$ cat config.mk
export PLATFORM = sky130hd
export DESIGN_NAME = mw_eeprom_host
export DESIGN_NICKNAME = d
export VERILOG_FILES = /design/src/rtl/mw_pkg.sv /design/src/rtl/mw_sclk_gen.sv /design/src/rtl/mw_poll_timer.sv /design/src/rtl/mw_eeprom_host.sv
export SDC_FILE = /design/constraint.sdc
export NUM_CORES = 1
export LEC_CHECK = 0
export BUFFER_PORTS_ARGS = -buffer_cell sky130_fd_sc_hd__buf_4
export CORE_UTILIZATION = 40
export DETAILED_ROUTE_END_ITERATION = 16
export SLEW_MARGIN = 10
export SYNTH_ARGS = -nofsm -noshare
export SYNTH_HDL_FRONTEND = slang
export SYNTH_SLANG_ARGS = --single-unit
$ cat constraint.sdc
create_clock -name clk_i -period 2 [get_ports clk_i]
set_clock_uncertainty 0.05 [all_clocks]
set_input_delay 0.4 -clock clk_i [delete_from_list [all_inputs] [get_ports clk_i]]
set_output_delay 0.4 -clock clk_i [all_outputs]
set_load 0.05 [all_outputs]
$ cat src/rtl/mw_pkg.sv
package mw_pkg;
  localparam int unsigned MW_AW  = 6;
  localparam int unsigned MW_DW  = 16;
  localparam int unsigned MW_HW  = 3 + MW_AW;      // start + 2 opcode + address
  localparam int unsigned MW_SRW = MW_HW + MW_DW;  // longest frame

  typedef enum logic [2:0] {
    OP_READ   = 3'd0,
    OP_WRITE  = 3'd1,
    OP_ERASE  = 3'd2,
    OP_ERAL   = 3'd3,
    OP_WRAL   = 3'd4,
    OP_LOCK   = 3'd5,
    OP_UNLOCK = 3'd6
  } op_e;

  typedef enum logic [2:0] {
    ST_IDLE, ST_GAP, ST_SHIFT, ST_PGAP, ST_POLL
  } st_e;

  function automatic logic is_prog(op_e f);
    return (f == OP_WRITE) || (f == OP_ERASE) || (f == OP_ERAL) || (f == OP_WRAL);
  endfunction

  function automatic logic has_data(op_e f);
    return (f == OP_WRITE) || (f == OP_WRAL);
  endfunction

  function automatic logic [MW_HW-1:0] frame_hdr(op_e f, logic [MW_AW-1:0] a);
    logic [MW_AW-3:0] z;
    z = '0;
    unique case (f)
      OP_WRITE:  return {3'b101, a};
      OP_ERASE:  return {3'b111, a};
      OP_ERAL:   return {3'b100, 2'b10, z};
      OP_WRAL:   return {3'b100, 2'b01, z};
      OP_LOCK:   return {3'b100, 2'b00, z};
      OP_UNLOCK: return {3'b100, 2'b11, z};
      default:   return {3'b110, a};
    endcase
  endfunction
endpackage

$ cat src/rtl/mw_sclk_gen.sv
module mw_sclk_gen #(
  parameter int unsigned LO_CYC = 2,
  parameter int unsigned HI_CYC = 2
) (
  input  logic clk_i,
  input  logic rst_ni,
  input  logic run_i,
  output logic sk_o,
  output logic set_o,   // first low cycle of a slot: update data
  output logic smp_o    // last high cycle of a slot: sample, advance
);
  localparam int unsigned MAXP = (LO_CYC > HI_CYC) ? LO_CYC : HI_CYC;
  localparam int unsigned CW   = $clog2(MAXP + 1);

  logic [CW-1:0] cnt_q;
  logic          hi_q;

  always_ff @(posedge clk_i or negedge rst_ni) begin
    if (!rst_ni) begin
      cnt_q <= '0;
      hi_q  <= 1'b0;
    end else if (!run_i) begin
      cnt_q <= '0;
      hi_q  <= 1'b0;
    end else if (!hi_q) begin
      if (cnt_q == CW'(LO_CYC - 1)) begin
        cnt_q <= '0;
        hi_q  <= 1'b1;
      end else cnt_q <= cnt_q + 1'b1;
    end else begin
      if (cnt_q == CW'(HI_CYC - 1)) begin
        cnt_q <= '0;
        hi_q  <= 1'b0;
      end else cnt_q <= cnt_q + 1'b1;
    end
  end

  assign sk_o  = hi_q;
  assign set_o = run_i && !hi_q && (cnt_q == '0);
  assign smp_o = run_i && hi_q && (cnt_q == CW'(HI_CYC - 1));
endmodule

$ cat src/rtl/mw_poll_timer.sv
module mw_poll_timer #(
  parameter int unsigned LIMIT = 100000
) (
  input  logic clk_i,
  input  logic rst_ni,
  input  logic run_i,
  output logic expired_o
);
  localparam int unsigned CW = $clog2(LIMIT + 1);

  logic [CW-1:0] cnt_q;

  always_ff @(posedge clk_i or negedge rst_ni) begin
    if (!rst_ni)                          cnt_q <= '0;
    else if (!run_i)                      cnt_q <= '0;
    else if (cnt_q != CW'(LIMIT - 1))     cnt_q <= cnt_q + 1'b1;
  end

  assign expired_o = run_i && (cnt_q == CW'(LIMIT - 1));
endmodule

$ cat src/rtl/mw_eeprom_host.sv
module mw_eeprom_host
  import mw_pkg::*;
#(
  parameter int unsigned LO_CYC   = 2,
  parameter int unsigned HI_CYC   = 2,
  parameter int unsigned CSL_CYC  = 4,
  parameter int unsigned POLL_MAX = 100000
) (
  input  logic              clk_i,
  input  logic              rst_ni,
  input  logic              req_valid_i,
  output logic              req_ready_o,
  input  logic [2:0]        req_op_i,
  input  logic [MW_AW-1:0]  req_addr_i,
  input  logic [MW_DW-1:0]  req_wdata_i,
  output logic              rsp_done_o,
  output logic [MW_DW-1:0]  rsp_rdata_o,
  output logic              rsp_err_o,
  output logic              cs_o,
  output logic              sk_o,
  output logic              do_o,
  input  logic              di_i
);
  localparam int unsigned GW = $clog2(CSL_CYC + 1);
  localparam int unsigned BW = $clog2(MW_SRW + 1);

  st_e               st_q;
  op_e               op_q, cur_q, nxt_f;
  logic [MW_AW-1:0]  addr_q;
  logic [MW_DW-1:0]  wdata_q, rdata_q;
  logic [MW_SRW-1:0] sreg_q;
  logic [BW-1:0]     bit_q, last_bit;
  logic [GW-1:0]     gap_q;
  logic              wen_q, eral_q, do_q, done_q, err_q;
  logic              set_t, smp_t, tmo, fin;

  mw_sclk_gen #(.LO_CYC(LO_CYC), .HI_CYC(HI_CYC)) i_sclk (
    .clk_i (clk_i), .rst_ni (rst_ni), .run_i (st_q == ST_SHIFT),
    .sk_o  (sk_o),  .set_o  (set_t),  .smp_o (smp_t)
  );

  mw_poll_timer #(.LIMIT(POLL_MAX)) i_tmo (
    .clk_i (clk_i), .rst_ni (rst_ni), .run_i (st_q == ST_POLL), .expired_o (tmo)
  );

  // Frame to send next for the pending request
  always_comb begin
    if (is_prog(op_q) && !wen_q)          nxt_f = OP_UNLOCK;
    else if (op_q == OP_WRAL && !eral_q)  nxt_f = OP_ERAL;
    else                                  nxt_f = op_q;
  end

  assign last_bit = (has_data(cur_q) || cur_q == OP_READ) ? BW'(MW_SRW - 1) : BW'(MW_HW - 1);

  always_comb begin
    fin = 1'b0;
    if (st_q == ST_SHIFT && smp_t && bit_q == last_bit && !is_prog(cur_q)) fin = 1'b1;
    if (st_q == ST_POLL && di_i) fin = 1'b1;
  end

  always_ff @(posedge clk_i or negedge rst_ni) begin
    if (!rst_ni) begin
      st_q    <= ST_IDLE;
      op_q    <= OP_READ;
      cur_q   <= OP_READ;
      addr_q  <= '0;
      wdata_q <= '0;
      rdata_q <= '0;
      sreg_q  <= '0;
      bit_q   <= '0;
      gap_q   <= '0;
      wen_q   <= 1'b0;
      eral_q  <= 1'b0;
      do_q    <= 1'b0;
      done_q  <= 1'b0;
      err_q   <= 1'b0;
    end else begin
      done_q <= 1'b0;
      err_q  <= 1'b0;
      unique case (st_q)
        ST_IDLE: if (req_valid_i) begin
          op_q    <= op_e'(req_op_i);
          addr_q  <= req_addr_i;
          wdata_q <= req_wdata_i;
          eral_q  <= 1'b0;
          gap_q   <= '0;
          st_q    <= ST_GAP;
        end
        ST_GAP: if (gap_q == GW'(CSL_CYC - 1)) begin
          cur_q  <= nxt_f;
          sreg_q <= {frame_hdr(nxt_f, addr_q), has_data(nxt_f) ? wdata_q : '0};
          bit_q  <= '0;
          st_q   <= ST_SHIFT;
        end else gap_q <= gap_q + 1'b1;
        ST_SHIFT: begin
          if (set_t) do_q <= sreg_q[MW_SRW-1];
          if (smp_t) begin
            sreg_q <= sreg_q << 1;
            bit_q  <= bit_q + 1'b1;
            if (cur_q == OP_READ && bit_q >= BW'(MW_HW))
              rdata_q <= {rdata_q[MW_DW-2:0], di_i};
            if (bit_q == last_bit && is_prog(cur_q)) begin
              gap_q <= '0;
              st_q  <= ST_PGAP;
            end
          end
        end
        ST_PGAP: if (gap_q == GW'(CSL_CYC - 1)) st_q <= ST_POLL;
                 else gap_q <= gap_q + 1'b1;
        ST_POLL: if (!di_i && tmo) begin
          done_q <= 1'b1;
          err_q  <= 1'b1;
          st_q   <= ST_IDLE;
        end
        default: st_q <= ST_IDLE;
      endcase

      if (fin) begin
        if (cur_q == OP_UNLOCK) wen_q <= 1'b1;
        if (cur_q == OP_LOCK)   wen_q <= 1'b0;
        if (cur_q == OP_ERAL)   eral_q <= 1'b1;
        if (cur_q == op_q) begin
          done_q <= 1'b1;
          st_q   <= ST_IDLE;
        end else begin
          gap_q <= '0;
          st_q  <= ST_GAP;
        end
      end
    end
  end

  assign req_ready_o = (st_q == ST_IDLE);
  assign cs_o        = (st_q == ST_SHIFT) || (st_q == ST_POLL);
  assign do_o        = do_q;
  assign rsp_done_o  = done_q;
  assign rsp_err_o   = err_q;
  assign rsp_rdata_o = rdata_q;
endmodule

==> results.json <==
{
  "status": "finished with violations",
  "violations": "DRC, setup timing",
  "finalPower_mw": 4.13,
  "gp_congestion": 0.834,
  "pre_cts_slack_ns": -0.0605,
  "clock-sinks": 105,
  "ir_drop_mv": 0.452,
  "finalSetupTns_ns": -0.0702,
  "fillers": 1018,
  "power.share.clock": 0.457,
  "drtPass1Iterations": 10,
  "drt_wl_total_um": 10800,
  "clkLatencyLatePin_ns": 0.34,
  "ant_nets": 0,
  "fmax_ghz": 0.497,
  "detailed_place_hpwl_um": 7570,
  "synthCells": 450,
  "grt_pass1_wl_um": 18300,
  "detail_route.wl_per_cell_um": 16.0,
  "busiest_layer": "met2",
  "synth_common_cells": "105 x dfrtp_1, 55 x nor2_1, 35 x nand2_1",
  "portBuffers": 50,
  "netlist_area_um2": 4860,
  "rsz0062_at_grt": "yes",
  "finalSetupViolCount": 8,
  "use_met2": 0.287,
  "cts_buffers": 9,
  "io_pins": 51,
  "h-tree-depth": 3,
  "ys_types": 53,
  "ys_seq_elements": 105,
  "crit_path_end_kind": "flip-flop",
  "power_density_nw_per_um2": 671,
  "yosysMostFrequentCell": "dfrtp_1",
  "rows": 39,
  "place_area_um2": 5680,
  "final_cell_area_um2": 6150,
  "layout-drive-gt1-share": 0.313,
  "hold_viol_final": 0,
  "cp.arrival_ns": 2.19,
  "asyncSetResetFlopFracSynth": 1.00,
  "ys_warn_count": 0,
  "pwr-share-comb": 0.028,
  "ctsLongestPathBuffers": 2,
  "first_global_vias": 3664,
  "diodes": 0,
  "grt_use_met3": 0.0475,
  "synth_area_leaders": "dfrtp_1 54%, mux2_2 7.4%, nor2_1 4.2%",
  "dieArea_um2": 12600,
  "yosysSeqAreaShare": 0.540,
  "synth_top_area_cell": "dfrtp_1",
  "dp_cells": 655,
  "setup_ws_ns": -0.0131,
  "synth_top_area_share": 0.540,
  "core_area_um2": 11600,
  "die_y_um": 112,
  "root_buffer": "clkbuf_16",
  "intPower_mw": 3.31,
  "drt_iter0_markers": 159,
  "cts_tree": "built",
  "fin_crit_ns": 2.01,
  "synth-main-ff-cell": "dfrtp_1",
  "swShare": 0.199,
  "layoutNonFillerInstCount": 677,
  "area_growth_pct": 26.5,
  "fp.dieW_um": 112,
  "initial_core_util": 0.419,
  "start_kind": "flip-flop",
  "power.switching_uw": 821,
  "pwr-share-seq": 0.515,
  "worstSetupPathType": "reg2reg",
  "track_usage": 0.182,
  "grt_max_degree": 38,
  "nNetsFinal": 563,
  "maxSlewHeadroom": 0.669,
  "clkTransAtPathRegs_ns": 0.07,
  "viasPerCell": 5.30,
  "tightest_slew_ns": 0.490,
  "vias": 3589,
  "whs_ns": 0.239,
  "use_met1": 0.254,
  "maxCapViolCount": 0,
  "grt_overflow": 0,
  "syn_avg_cell_area_um2": 10.8,
  "crit_fanout": 8,
  "antenna_found_initial": 0,
  "regToRegSetupSlack_ns": -0.01,
  "hold_class": "in2reg",
  "synth_nets": 484,
  "finish.utilization": 0.530,
  "fin_crit_sh": 1.01,
  "route.detailed.drc": 4,
  "final_max_slew_viol_count": 0,
  "leakage_nw": 2.92,
  "synth_edf_count": 0,
  "required_ns": 2.17
}
## per-layer routing
metal	share of wire	routed length (µm)
met5	0	0
met3	0.041	444
met1	0.47	5130
met2	0.48	5170
met4	0.0066	71
## path summary, 6_finish.rpt
path	startpoint	to	depth (start not counted)
max in group asynchronous	rst_ni	rsp_rdata_o[6]	3
hold reg to reg	sreg_q[20]	sreg_q[20]	2
hold / removal	req_addr_i[5]	addr_q[5]	2
min in group asynchronous	rst_ni	sreg_q[23]	2
setup / recovery	st_q[0]	rsp_rdata_o[7]	5
setup reg to reg	st_q[0]	rsp_rdata_o[7]	5
## power groups by stage
stage | logic [mW] | registers (mW) | clock network, mW
finish | 0.117 | 2.13 | 1.89
global route | 0.132 | 2.13 | 2.02
CTS | 0.120 | 2.13 | 1.94
detailed placement | 0.119 | 2.17 | 0
global placement | 0.117 | 2.17 | 0
floorplan | 0.00372 | 2.18 | 0
## sequential cells by signal (all words and copies together), names as in the netlist, 2 cells and up
signal        flops
sreg_q           25
i_tmo.cnt_q      17
rsp_rdata_o      16
wdata_q          16
addr_q            6
bit_q             5
cur_q             3
gap_q             3
op_q              3
st_q              3
i_sclk.cnt_q      2
## cells in the final DEF (no fill, tap or decap), types with 2 or more instances in the layout
cell / count
ha_1: 4
mux2_4: 26
buf_4: 83
a21oi_1: 11
nor3_1: 5
nand4_1: 11
buf_6: 3
mux2i_1: 2
nand3_2: 2
bufinv_16: 2
and2_1: 4
and4_1: 3
and3_1: 6
nor4bb_1: 2
nand3_1: 25
mux2_2: 16
nand2_1: 34
xnor2_1: 6
o21ai_0: 19
a221oi_1: 3
xor2_1: 19
clkbuf_16: 10
a31oi_1: 18
nand2b_1: 4
dfrtp_1: 104
buf_12: 4
inv_1: 5
nor3b_1: 2
nor2b_1: 3
clkbuf_1: 2
nand3b_1: 2
a211oi_1: 2
nor2_1: 55
## logic make-up (layout without fill, tap and decap cells)
kind of cell / Yosys count / after routing / synth area share
simple gates: 173 / 173 / 0.177
flops: 105 / 105 / 0.540
compound gates: 67 / 67 / 0.0869
mux: 44 / 44 / 0.109
buf+inv: 31 / 115 / 0.0288
xor+xnor: 25 / 25 / 0.0450
fa+ha+maj: 5 / 5 / 0.0129
## critical path, stage by stage (launching register included)
cell	delay, ns
dfrtp_1	0.41
nor3b_4	0.26
nand3_2	0.10
or4b_4	0.58
clkbuf_16	0.20
mux2_4	0.29
## area by class of cell
type,instances,area (µm²),area share
flip-flops and latches,105,2630,0.427
multi-input cells,314,2210,0.360
repair buffers,93,787,0.128
clock buffers,12,246,0.0400
well taps,143,179,0.0291
clock inverters,4,76.3,0.0124
inverters,6,22.5,0.00366
## timing repair
item | 4_1_cts | 5_1_grt
pin swaps | 2 | 4
hold buffers | 1 | 0
hold endpoints to repair | 19 | 0
gates resized for setup | 7 | 17
endpoints found under the setup margin | 18 | 39
cloned | 0 | 1
buffers inserted | 2 | 2
Power figures use the tool's default switching activity.
